**src/rtl/dpa_pkg.sv**
```systemverilog
package dpa_pkg;

  typedef enum logic [3:0] {
    OP_AND = 4'h0, OP_EOR = 4'h1, OP_SUB = 4'h2, OP_RSB = 4'h3,
    OP_ADD = 4'h4, OP_ADC = 4'h5, OP_SBC = 4'h6, OP_RSC = 4'h7,
    OP_TST = 4'h8, OP_TEQ = 4'h9, OP_CMP = 4'hA, OP_CMN = 4'hB,
    OP_ORR = 4'hC, OP_MOV = 4'hD, OP_BIC = 4'hE, OP_MVN = 4'hF
  } dpa_op_e;

  localparam int FLG_N = 3;
  localparam int FLG_Z = 2;
  localparam int FLG_C = 1;
  localparam int FLG_V = 0;
  localparam int FLG_W = 4;

  function automatic logic op_is_compare(input logic [3:0] op);
    return op[3:2] == 2'b10;
  endfunction

  function automatic logic op_is_logical(input logic [3:0] op);
    logic r;
    case (op)
      OP_AND, OP_EOR, OP_TST, OP_TEQ,
      OP_ORR, OP_MOV, OP_BIC, OP_MVN: r = 1'b1;
      default:                        r = 1'b0;
    endcase
    return r;
  endfunction

endpackage

```
**src/rtl/dpa_logic.sv**
```systemverilog
module dpa_logic
  import dpa_pkg::*;
#(
  parameter int W = 32
) (
  input  logic [3:0]   op,
  input  logic [W-1:0] a,
  input  logic [W-1:0] b,
  output logic [W-1:0] res
);
  always_comb begin
    case (op)
      OP_AND, OP_TST: res = a & b;
      OP_EOR, OP_TEQ: res = a ^ b;
      OP_ORR:         res = a | b;
      OP_MOV:         res = b;
      OP_BIC:         res = a & ~b;
      OP_MVN:         res = ~b;
      default:        res = '0;
    endcase
  end
endmodule

```
**src/rtl/dpa_addsub.sv**
```systemverilog
module dpa_addsub
  import dpa_pkg::*;
#(
  parameter int W = 32
) (
  input  logic [3:0]   op,
  input  logic [W-1:0] a,
  input  logic [W-1:0] b,
  input  logic         c_in,
  output logic [W-1:0] sum,
  output logic         cout,
  output logic         ovf
);
  logic [W-1:0] x, y;
  logic         ci;

  // Subtraction is x + ~y + 1; the carry-in slot absorbs the old C for the
  // carrying forms, which makes C an inverted borrow.
  always_comb begin
    x  = a;
    y  = b;
    ci = 1'b0;
    case (op)
      OP_ADC:         ci = c_in;
      OP_SUB, OP_CMP: begin y = ~b; ci = 1'b1; end
      OP_SBC:         begin y = ~b; ci = c_in; end
      OP_RSB:         begin x = b; y = ~a; ci = 1'b1; end
      OP_RSC:         begin x = b; y = ~a; ci = c_in; end
      default:        ;
    endcase
  end

  always_comb begin
    {cout, sum} = {1'b0, x} + {1'b0, y} + {{W{1'b0}}, ci};
    ovf = (x[W-1] == y[W-1]) && (sum[W-1] != x[W-1]);
  end
endmodule

```
**src/rtl/dpa_flags.sv**
```systemverilog
module dpa_flags
  import dpa_pkg::*;
#(
  parameter int W = 32
) (
  input  logic [3:0]       op,
  input  logic [W-1:0]     res,
  input  logic             cout,
  input  logic             ovf,
  input  logic             shc,
  input  logic [FLG_W-1:0] flags_in,
  input  logic             set_flags,
  input  logic             dest_pc,
  output logic             wr_en,
  output logic [FLG_W-1:0] flags_out,
  output logic             status_load
);
  logic is_log;

  always_comb begin
    is_log      = op_is_logical(op);
    wr_en       = !op_is_compare(op);
    status_load = 1'b0;
    flags_out   = flags_in;
    if (set_flags && dest_pc) begin
      status_load = 1'b1;
      flags_out   = res[W-1 -: FLG_W];
    end else if (set_flags) begin
      flags_out[FLG_N] = res[W-1];
      flags_out[FLG_Z] = ~|res;
      flags_out[FLG_C] = is_log ? shc : cout;
      flags_out[FLG_V] = is_log ? flags_in[FLG_V] : ovf;
    end
  end
endmodule

```
**src/rtl/dpa_stage.sv**
```systemverilog
module dpa_stage
  import dpa_pkg::*;
#(
  parameter int W = 32
) (
  input  logic         clk,
  input  logic         rst_n,
  input  logic         in_valid,
  output logic         in_ready,
  input  logic [3:0]   in_op,
  input  logic [31:0]  in_op1,
  input  logic [31:0]  in_op2,
  input  logic         in_shc,
  input  logic [3:0]   in_flags,
  input  logic         in_set_flags,
  input  logic         in_dest_pc,
  output logic         out_valid,
  input  logic         out_ready,
  output logic [31:0]  out_result,
  output logic         out_wr_en,
  output logic [3:0]   out_flags,
  output logic         out_status_load
);
  logic [W-1:0] log_res, arith_res, res_c;
  logic         cout_c, ovf_c, wr_c, ld_c;
  logic [3:0]   flg_c;
  logic         accept;

  dpa_logic #(.W(W)) u_logic (
    .op(in_op), .a(in_op1), .b(in_op2), .res(log_res)
  );

  dpa_addsub #(.W(W)) u_addsub (
    .op(in_op), .a(in_op1), .b(in_op2), .c_in(in_flags[FLG_C]),
    .sum(arith_res), .cout(cout_c), .ovf(ovf_c)
  );

  assign res_c = op_is_logical(in_op) ? log_res : arith_res;

  dpa_flags #(.W(W)) u_flags (
    .op(in_op), .res(res_c), .cout(cout_c), .ovf(ovf_c), .shc(in_shc),
    .flags_in(in_flags), .set_flags(in_set_flags), .dest_pc(in_dest_pc),
    .wr_en(wr_c), .flags_out(flg_c), .status_load(ld_c)
  );

  assign in_ready = !out_valid || out_ready;
  assign accept   = in_valid && in_ready;

  always_ff @(posedge clk) begin
    if (!rst_n) begin
      out_valid       <= 1'b0;
      out_result      <= '0;
      out_wr_en       <= 1'b0;
      out_flags       <= '0;
      out_status_load <= 1'b0;
    end else begin
      if (accept) begin
        out_valid       <= 1'b1;
        out_result      <= res_c;
        out_wr_en       <= wr_c;
        out_flags       <= flg_c;
        out_status_load <= ld_c;
      end else if (out_ready) begin
        out_valid       <= 1'b0;
      end
    end
  end

  // a stalled result stays put
  p_hold_stable_r9: assert property (@(posedge clk) disable iff (!rst_n)
    out_valid && !out_ready |=> out_valid && $stable(out_result)
      && $stable(out_flags) && $stable(out_wr_en) && $stable(out_status_load));

  // compare/test never writes back
  p_cmp_no_write_r3: assert property (@(posedge clk) disable iff (!rst_n)
    accept && in_op[3:2] == 2'b10 |=> out_valid && !out_wr_en);

  // flags pass through when not requested
  p_flags_keep_r7: assert property (@(posedge clk) disable iff (!rst_n)
    accept && !in_set_flags |=> out_flags == $past(in_flags) && !out_status_load);

  // N and Z follow the stored result
  p_nz_track_r4: assert property (@(posedge clk) disable iff (!rst_n)
    accept && in_set_flags && !in_dest_pc |=>
      out_flags[FLG_Z] == (out_result == '0) && out_flags[FLG_N] == out_result[31]);

  // status reload from result top bits
  p_status_load_r8: assert property (@(posedge clk) disable iff (!rst_n)
    accept && in_set_flags && in_dest_pc |=>
      out_status_load && out_flags == out_result[31:28]);

  // logic ops keep V and take C from the shifter
  p_logic_cv_r5: assert property (@(posedge clk) disable iff (!rst_n)
    accept && in_set_flags && !in_dest_pc && op_is_logical(in_op) |=>
      out_flags[FLG_V] == $past(in_flags[FLG_V]) && out_flags[FLG_C] == $past(in_shc));
endmodule

```
**config.mk**
```make
export PLATFORM = sky130hd
export DESIGN_NAME = dpa_stage
export DESIGN_NICKNAME = d
export VERILOG_FILES = /design/src/rtl/dpa_pkg.sv /design/src/rtl/dpa_logic.sv /design/src/rtl/dpa_addsub.sv /design/src/rtl/dpa_flags.sv /design/src/rtl/dpa_stage.sv
export SDC_FILE = /design/constraint.sdc
export NUM_CORES = 1
export LEC_CHECK = 0
export BUFFER_PORTS_ARGS = -buffer_cell sky130_fd_sc_hd__buf_2
export CAP_MARGIN = 20
export CORE_MARGIN = 3
export CORE_UTILIZATION = 40
export CTS_BUF_LIST = sky130_fd_sc_hd__clkbuf_8
export CTS_CLUSTER_DIAMETER = 30
export DETAILED_ROUTE_END_ITERATION = 10
export GPL_ROUTABILITY_DRIVEN = 1
export PLACE_DENSITY = 0.68
export SETUP_SLACK_MARGIN = 0.15
export SYNTH_ARGS = -nofsm -noshare
export SYNTH_HDL_FRONTEND = slang
export SYNTH_SLANG_ARGS = --single-unit
```
**constraint.sdc**
```tcl
create_clock -name clk -period 8.5 [get_ports clk]
set_input_delay 0.425 -clock clk [delete_from_list [all_inputs] [get_ports clk]]
set_output_delay 0.425 -clock clk [all_outputs]
set_load 0.005 [all_outputs]
```
Yosys cells after proc, flatten, opt, wreduce, memory -nomap -nowiden
Memories as Yosys holds them, arrays and structs flattened.
Index checks and enable logic that the tools add are counted.
Storage, ports and cells
  memory bits (read-only): 32
  word-level logic and storage cells: 59
  output and inout port bits: 40
  bits of input ports: 79
  memories: 2
  flip-flop bits (word level): 39
Cells by class
  bitwise gates (word level): 6
  add/sub/neg operators: 2
  mux-type cells: 12
  equality and inequality tests: 16
  reduce and logical (&&, ||, !) cells: 16
Memories
  (no name shown): depth 16, width 1, rd ports 1, clocked after Yosys merged registers in 0, wr ports 0, RTL line dpa_pkg.sv:22  | case (op)
  (no name shown): depth 16, width 1, rd ports 1, clocked after Yosys merged registers in 0, wr ports 0, RTL line dpa_pkg.sv:22
Operator list (number)
  $pmux 32 s6: 1
  $and 32x32->32: 2
  $mux 32: 2
  $not 32->32: 2
  $pmux 32 s2: 1
  $add 32x32->33: 1
  $add 33x1->33: 1
  $or 32x32->32: 1
  $reduce_or 32->1: 1
  $xor 32x32->32: 1
  $eq 4x4->1 const B: 7
  $eq 4x3->1 const B: 3
  $reduce_or 3->1: 3
  $eq 4x2->1 const B: 2
  $mux 4: 2
  $reduce_or 2->1: 3
  $mux 1: 5
  $eq 4x1->1 const B: 1
  $logic_not 4->1: 1
  $logic_and 1x1->1: 3
  $logic_not 1->1: 3
  $eq 2x2->1 const B: 1
  $pmux 1 s2: 1
  $reduce_bool 2->1: 1
  3 further kinds: 3

Longest topological paths before layout
Gate-level depths: netlist of the first run.
  word-level depth: 10
  mapped depth: 25
  gate-level depth less buffers: 19

By module
Synthesis of the first run repeated with hierarchy kept, for this count alone.
Unflattened totals
  cells, all modules: 988
  area, all modules: 7811.2 um^2
By module, submodules not included
  dpa_addsub: area each 2767.7 um^2, cells an instance 411, sequential area each 0.0 um^2, instances 1
  dpa_logic: area each 2519.9 um^2, cells an instance 294, sequential area each 0.0 um^2, instances 1
  dpa_stage: area each 2334.7 um^2, cells an instance 254, sequential area each 780.7 um^2, instances 1
  dpa_flags: area each 188.9 um^2, cells an instance 29, sequential area each 0.0 um^2, instances 1

Worst setup path before layout of the first run
OpenSTA, ideal clock, no wires.
  kind: input port to flip-flop
  start point: input port in_op[1]
  end point: register out_flags[2]
  arrival: 6190 ps
  library setup time: 74 ps
  path buffers: 7
  stages: 25
  data required time: 8426 ps
  path slack: 2236 ps
  path through: buf_2 > buf_6 > buf_2 > buf_2 > buf_1 > buf_1 > and3_1 > o21bai_1 > clkbuf_1 > nor2_1 > a211oi_1 > fa_1 > inv_1 > fa_1 > a211oi_1 > o21a_1 > o21bai_1 > a211o_1 > a221oi_1 > nand2_1 > nand4b_1 > or4_1 > or4_1 > or4_1 > a31oi_1
Between the ends
  word-level cells in the longest chain between the ends: 10
  elaborated cells on any way between the ends: 32
  those cells by class: 2 x add/sub; 13 x eq/ne; 7 x mux; 9 x reduce/logical; 1 x memory
Ends and longest elaborated chain
  from (decl): RTL line dpa_stage.sv:10  | input logic [3:0] in_op,
  $eq 4x2->1 (tied with other cells): RTL line dpa_addsub.sv:23  | case (op)
  $reduce_or 3->1 (no source line) / $reduce_or 2->1 (equally long branches)
  $pmux 32 s2 / $mux 32 (equally long branches): RTL line dpa_addsub.sv:23
  $add 32x32->33: RTL line dpa_addsub.sv:34  | {cout, sum} = {1'b0, x} + {1'b0, y} + {{W{1'b0}}, ci};
  $add 33x1->33: RTL line dpa_addsub.sv:34
  $mux 32 (*): RTL line dpa_stage.sv:38  | assign res_c = op_is_logical(in_op) ? log_res : arith_res;
  $reduce_or 32->1: RTL line dpa_flags.sv:30  | flags_out[FLG_Z] = ~|res;
  $logic_not 1->1: RTL line dpa_flags.sv:30
  $mux 4: RTL line dpa_flags.sv:28  | end else if (set_flags) begin
  $mux 4 (*): RTL line dpa_flags.sv:25  | if (set_flags && dest_pc) begin
  to (signal assigned): RTL line dpa_stage.sv:61  | out_flags <= flg_c;
  to (decl): RTL line dpa_stage.sv:21  | output logic [3:0] out_flags,
Mark *: on every way between the ends. The rest lies on a longest branch, timed or not.
A chain may end at the register's enable or synchronous reset.

Final worst setup path of the first run
  start point: input port in_op[2]
  end point: register out_flags[2]
The elaborated chain is that of the path after synthesis.

==> impl_results.md, run 1 <==
- Initial Util: 0.411
- Reg clk slew, reported paths: 0.08 ns
- CP max stage cell: nand2_1
- Post-DRT Antenna Nets: 0
- Status: finished clean
- Yosys Warn Count: 0
- Share of post-route cells with drive strength above 1: 0.141
- Mean Syn Cell Area: 6.39 µm²
- CP Launch Type: input pin
- Post-synth design cell area: 6570 µm²
- Sw Share: 0.443
- Share of synthesized registers carrying an async set or reset: 0
- CTS tree: built
- RePlAce Congestion: 0.985
- Placed Cells: 1305
- Clock Skew: 0.00500 ns
- Worst hold path type: in -> reg
- Max-slew violation count: 0
- Nets: 1240
- Tcrit/Tclk final: 0.771
- Mapped Cells: 1029
- Area of the multi-input gates: 5220 µm²
- Pin count of the biggest net entering global routing: 59
- Total power: 0.000943 W
- Critical Path End: out_flags[2]
- DRC: 0
- CP cell instances: buf_2, nand2_1, and3_1, buf_4, o21bai_2, buf_4, nor2_1, a211oi_1, fa_1, inv_1, fa_1, a211oi_1, o21a_1, or4_1, a211oi_1, nor2_1, xnor2_1, o21ai_0, nand4b_1, or4_1, or4_1, a31oi_1
- Hold Violations, Final: 0
- Die Height: 134 µm
- Synth Area in XOR/XNOR: 0.0573
- P&R area growth vs syn: 12.2%
- Global-route wire length before repair: 37900 µm
- Logic gate share of total power: 0.583
- Sw power: 0.000418 W
- Layout fillers: 1749
- Die X: 134 µm
- Cts-stage hold buffer count: 0
- H-tree levels: 2
- Placed cell area: 7240 µm²
- Finished Cell Area: 7370 µm²
- Largest family of logic cells by synthesized area: compound AO/OA/AOI/OAI gates
- Share of the synthesized area in the top cell type: 0.120
- Vias in the first global route: 7106
- VDD IR max: 0.0000726 V
- Worst flop-to-flop path endpoint: out_wr_en
- Synthesis-stage register bit count: 39
- Num CTS Buffers: 5
- Setup TNS: 0 ns
- Minimum setup slack among reg-to-reg paths: 6.77 ns
- Fin crit period: 6.55 ns
- Post-CTS Setup Bufs: 0
- Post-Synth Simple-Gate Area: 0.239
- Distinct cells, synth: 70
- Critical path fanouts, max: 46
- Adder-cell share of the synthesized area: 0.126
- Worst relative slew slack: 0.325
- Post-synth top area cell: ha_1
- Initial detailed-routing violation count: 654
- Clk sink count: 39
- Crit path arrival time: 6.77 ns
- Static leakage: 3.33 nW
- Top post-synthesis cells by area: ha_1 (12%), dfxtp_1 (12%), o21ai_0 (11%)
- Register area share after synthesis: 0.119
- Overflow left after global routing: 0
- Antenna violations before repair: 0
- Syn_nets: 1173
- Worst Hold Depth: 3
- Worst skew pair latency: 0.29 ns
- Actual slew at the worst max-slew pin: 1.01 ns
- Fmax: 153 MHz
- Routed WL: 23900 µm
- Max_cap viols: 0
- Mux contribution to synthesized area: 0.00990
- Top FF cell, synth: dfxtp_1
- Die area: 18000 µm²
- Critical Path RT: 8.72 ns
- WL per Instance: 18.2 µm
- Via density: 6.01
- RSZ-0062 raised after global routing: no
- RR Startpoint: out_valid
- Max incr delay on CP: 0.66 ns
- Worst Setup SP: in_op[2]
- Reg area: 781 µm²
- WS Path Type: in -> reg
- Number of synthesized flops with an enable pin: 0
- Reg power frac: 0.224
- Clock Power Share: 0.193
- Path depth of the worst reg2reg path: 4
- Compound-Gate Fraction of Synth Area: 0.358
- Power Density: 128 nW/µm²
- Row count: 46
- I/O Pins: 119
- Post-detail-place hpwl: 17800 µm
- Pre-antenna DRT Iters: 6
- Filler-free cell count of the finished design: 1314
- Port Buffer Count: 118
- Crit. End Element: flip-flop
- Internal Pwr Total: 0.000525 W
- Final setup viols: 0
- Clk root buf: clkbuf_8
- Clk buf depth: 2
- All-layer global routing usage: 0.257
- Core Area: 16000 µm²
- Post-CTS sizing: 0
- Via count: 7894
==> synth_stat cells, drive strengths merged, types with 4 or more instances <==
| master | n |
|---|---|
| o21ai | 158 |
| nand2 | 142 |
| nor2 | 99 |
| a21oi | 81 |
| inv | 78 |
| ha | 63 |
| clkbuf | 44 |
| dfxtp | 39 |
| a211oi | 29 |
| xnor2 | 26 |
| buf | 25 |
| nand3 | 18 |
| xor2 | 17 |
| nor3 | 16 |
| a31oi | 14 |
| o22ai | 13 |
| o211ai | 12 |
| a21o | 10 |
| nor2b | 10 |
| nand4b | 8 |
| nand4 | 7 |
| or3 | 7 |
| a221oi | 6 |
| nand2b | 6 |
| nor3b | 6 |
| o21a | 6 |
| o221ai | 6 |
| o31ai | 6 |
| a32oi | 5 |
| or4 | 5 |
| a22oi | 4 |
| a311oi | 4 |
| and2 | 4 |
| mux2 | 4 |
| nor4 | 4 |
| o21bai | 4 |
==> power groups by stage <==
| stage | clock [W] | sequential [W] | combinational [W] |
|---|---|---|---|
| 2_1_floorplan | 0 | 0.000216 | 0.000371 |
| 3_3_place_gp | 0 | 0.000215 | 0.000534 |
| 3_5_place_dp | 0 | 0.000216 | 0.000537 |
| 4_1_cts | 0.000184 | 0.000211 | 0.000540 |
| 5_1_grt | 0.000195 | 0.000213 | 0.000608 |
| 6_report | 0.000182 | 0.000211 | 0.000550 |
==> flip-flops by register name (all words and copies together) (netlist names) <==
| signal | flops |
|---|---|
| out_valid | 1 |
| out_status_load | 1 |
| out_result | 32 |
| out_flags | 4 |
| out_wr_en | 1 |
==> worst min path at each step <==
stage	from	to
2_1_floorplan	out_result[12]	out_result[12]
3_3_place_gp	out_result[24]	out_result[24]
3_5_place_dp	out_result[13]	out_result[13]
4_1_cts	in_valid	out_valid
5_1_grt	in_valid	out_valid
6_report	in_valid	out_valid
==> worst max-delay path, delay by kind of cell <==
family / cells / cell delay [ns]
AOI/OAI and AO/OA: 7 / 1.36
xor gates and xnor gates: 1 / 0.13
adders and majority gates: 2 / 0.64
and+or+nand+nor: 8 / 2.97
buffers and inverters: 4 / 1.21
==> cells in the final DEF, fill, tap and decap left out, types with 5 or more instances in the layout <==
cell,instances
o21ai_0,148
nand2_1,142
buf_2,118
nor2_1,97
a21oi_1,81
inv_1,77
ha_1,63
dfxtp_1,39
a211oi_1,29
xnor2_1,26
nand3_1,18
xor2_1,17
nor3_1,15
a31oi_1,13
o22ai_1,13
o211ai_1,11
buf_4,11
a21o_1,10
o21ai_1,10
nor2b_1,10
nand4b_1,7
or3_1,7
nand4_1,7
nand2b_1,6
o21a_1,6
a221oi_1,6
o31ai_1,6
o221ai_1,6
nor3b_1,5
a32oi_1,5
or4_1,5
clkbuf_8,5
==> cell families (layout without fill, tap and decap cells) <==
family / Yosys count / in the layout
AO/OA/AOI/OAI: 385 / 385
adder cells (fa/ha/maj): 65 / 65
multiplexers: 6 / 6
buffers and inverters: 147 / 215
flip-flops: 39 / 39
other: 0 / 1
AND/OR/NAND/NOR: 344 / 344
XOR/XNOR: 43 / 43
==> cell type report <==
type | count | share of cell area
Antenna cell | 1 | 0.000339
Clock buffer | 5 | 0.00933
Clock inverter | 3 | 0.00865
Inverter | 78 | 0.0397
Multi-Input combinational cell | 843 | 0.708
Sequential cell | 39 | 0.106
Tap cell | 216 | 0.0367
Timing Repair Buffer | 129 | 0.0913
==> metrics by stage <==
step	util	hold slack [ns]	setup WS, ns
floorplan	-	0.453	2.24
global placement	0.452	0.447	1.90
detailed placement	0.452	0.447	1.78
CTS	0.461	0.389	2.07
global route	0.461	0.403	1.40
finish	0.461	0.389	1.95
==> layer usage <==
layer / GRT usage / part of all wire
met1: 0.339 / 0.42
met2: 0.428 / 0.46
met3: 0.0274 / 0.069
met4: 0.109 / 0.050
met5: 0 / 0
(Power assumes the default switching activity.)
==> run 2, diff against run 1 <==
- clock period: 8.5 -> 6.65 ns (I/O delays scaled with it)
==> run 2 against run 1 <==
Combinational power increased by 27%. Register-to-register slack got worse by 1.7 ns. Core utilization is 0.20 points lower. Critical path type unchanged. Wire length down 1.7%. Cell area decreased by 0.42%. Worst setup slack got worse by 0.76 ns. Sequential power grew 28%. Global-route usage fell by 0.39 points. Largest power group unchanged. Die area stayed put. Final cell count is 0.15% higher. First-iteration DRC count rose by 8.7%. Largest cell class unchanged.
==> impl_results.md, run 2 (synthesis results as in run 1) <==
- Status: finished clean (unchanged)
- Filler-free cell count of the finished design: 1316 (was 1314)
- Post-detail-place hpwl: 17400 µm (was 17800 µm)
- Via count: 7692 (was 7894)
- Num CTS Buffers: 5 (unchanged)
- Max-slew violation count: 0 (unchanged)
- Clk root buf: clkbuf_8 (unchanged)
- Actual slew at the worst max-slew pin: 1.11 ns (was 1.01 ns)
- I/O Pins: 119 (unchanged)
- CTS tree: built (unchanged)
- Commonest non-fill, non-tap cell in the layout: o21ai_0 (unchanged)
- Initial Util: 0.411 (unchanged)
- Hold Violations, Final: 0 (unchanged)
- Final setup viols: 0 (unchanged)
- Setup TNS: 0 ns (unchanged)
- Worst Hold Depth: 3 (unchanged)
- Placed cell area: 7260 µm² (was 7240 µm²)
- Via density: 5.84 (was 6.01)
- RR Startpoint: out_valid (unchanged)
- H-tree levels: 2 (unchanged)
- Post-CTS Setup Bufs: 0 (unchanged)
- Reg clk slew, reported paths: 0.08 ns (about the same)
- Max_cap viols: 0 (unchanged)
- CP Launch Type: input pin (unchanged)
- Placed Cells: 1308 (was 1305)
- Row count: 46 (unchanged)
- Die area: 18000 µm² (unchanged)
- Nets: 1243 (was 1240)
- WL per Instance: 17.9 µm (was 18.2 µm)
- Fin crit period: 5.47 ns
- Finished Cell Area: 7340 µm² (was 7370 µm²)
- Cts-stage hold buffer count: 0 (unchanged)
- Tcrit/Tclk final: 0.822
- Hold EP: out_valid (unchanged)
- Hold_sp: in_valid (unchanged)
- All-layer global routing usage: 0.253 (was 0.257)
- VDD IR max: 0.000101 V (was 0.0000726 V)
- Die Height: 134 µm (unchanged)
- Worst relative slew slack: 0.259 (was 0.325)
- Initial detailed-routing violation count: 711 (was 654)
- Antenna violations before repair: 0 (unchanged)
- Minimum setup slack among reg-to-reg paths: 5.05 ns (was 6.77 ns)
- Critical Path RT: 6.87 ns (was 8.72 ns)
- Vias in the first global route: 7137 (was 7106)
- Top Registers: out_result (32), out_flags (4) (unchanged)
- WHS: 0.299 ns (was 0.389 ns)
- Post-DRT Antenna Nets: 0 (unchanged)
- Overflow left after global routing: 0 (unchanged)
- Power Density: 153 nW/µm² (was 128 nW/µm²)
- Critical path fanouts, max: 45 (was 46)
- Commonest non-fill, non-tap cells in the layout: o21ai_0 (148), nand2_1 (142), buf_2 (118) (unchanged)
- Max reg flops: 32 (unchanged)
- Routed WL: 23500 µm (was 23900 µm)
- Port Buffer Count: 118 (unchanged)
- Static leakage: 3.33 nW (about the same)
- WS Path Type: in -> reg (unchanged)
- Path depth of the worst reg2reg path: 5 (was 4)
- P&R area growth vs syn: 11.7% (was 12.2%)
- Pin count of the biggest net entering global routing: 67 (was 59)
- Global-route wire length before repair: 37300 µm (was 37900 µm)
- Crit path arrival time: 5.69 ns (was 6.77 ns)
- # diodes: 0 (was 1)
- RePlAce Congestion: 0.966 (was 0.985)
- Worst skew pair latency: 0.29 ns (about the same)
- Post-CTS sizing: 0 (unchanged)
- Layout fillers: 1766 (was 1749)
- Top reg by flops: out_result (unchanged)
- Worst flop-to-flop path endpoint: out_flags[3] (was out_wr_en)
- Core Area: 16000 µm² (unchanged)
- Clk buf depth: 2 (unchanged)
- RSZ-0062 raised after global routing: no (unchanged)
- Fmax: 183 MHz
- Clock Skew: 0.00858 ns (was 0.00500 ns)
- Clk sink count: 39 (unchanged)
- Share of post-route cells with drive strength above 1: 0.143 (was 0.141)
- Worst hold path type: in -> reg (unchanged)
- Die X: 134 µm (unchanged)
- DRC: 0 (unchanged)
- Pre-antenna DRT Iters: 6 (unchanged)
- Crit. End Element: flip-flop (unchanged)
## run 2: final cells by class
class	instances	area [µm²]	area share
Multi-Input combinational cell	843	5220	0.711
Sequential cell	39	781	0.106
Timing Repair Buffer	132	696	0.0948
Inverter	78	293	0.0399
Tap cell	216	270	0.0368
Clock buffer	5	68.8	0.00937
Clock inverter	3	12.5	0.00170
## run 2: worst max path at each step
stage                        start           end
after detailed placement  in_op[2]  out_flags[2]
after floorplan           in_op[1]  out_flags[2]
after CTS                 in_op[2]  out_flags[2]
after global placement    in_op[2]  out_flags[2]
after global routing      in_op[2]  out_flags[2]
final                     in_op[2]  out_flags[2]
## run 2: worst max-delay path, stage by stage
cell      delay [ns]
buf_2           0.09
buf_4           0.41
or2_1           0.32
nand2_1         0.09
a211oi_1        0.22
a21oi_1         0.09
fa_1            0.48
inv_1           0.09
fa_1            0.24
a211oi_1        0.10
o21a_1          0.27
or4_1           0.61
a211oi_1        0.43
nor2_1          0.12
xnor2_1         0.13
o21ai_0         0.42
nand4b_1        0.16
or4_1           0.52
or4_1           0.41
a31oi_1         0.17
## run 2: where the power goes
part           total, W  switching (W)  internal, W
clock network  0.000153      0.0000828    0.0000707
logic          0.000701       0.000437     0.000265
registers      0.000270      0.0000123     0.000258
total           0.00112       0.000532     0.000593
## run 2: metal layers
metal | vias up | routed length [µm] | global-route usage
met1 | 3490 | 10300 | 0.341
met2 | 306 | 10900 | 0.429
met3 | 49 | 1560 | 0.0229
met5 | - | 0 | 0
met4 | 0 | 736 | 0.0803
li1 | 3847 | - | -
## run 2: per-stage QoR
stage / total power (W) / worst slack (ns) / utilization
floorplan: 0.000750 / 0.478 / -
global placement: 0.000961 / 0.905 / 0.454
detailed placement: 0.000964 / 0.912 / 0.454
CTS: 0.00112 / 1.22 / 0.459
global route: 0.00121 / 0.851 / 0.459
finish: 0.00112 / 1.18 / 0.459
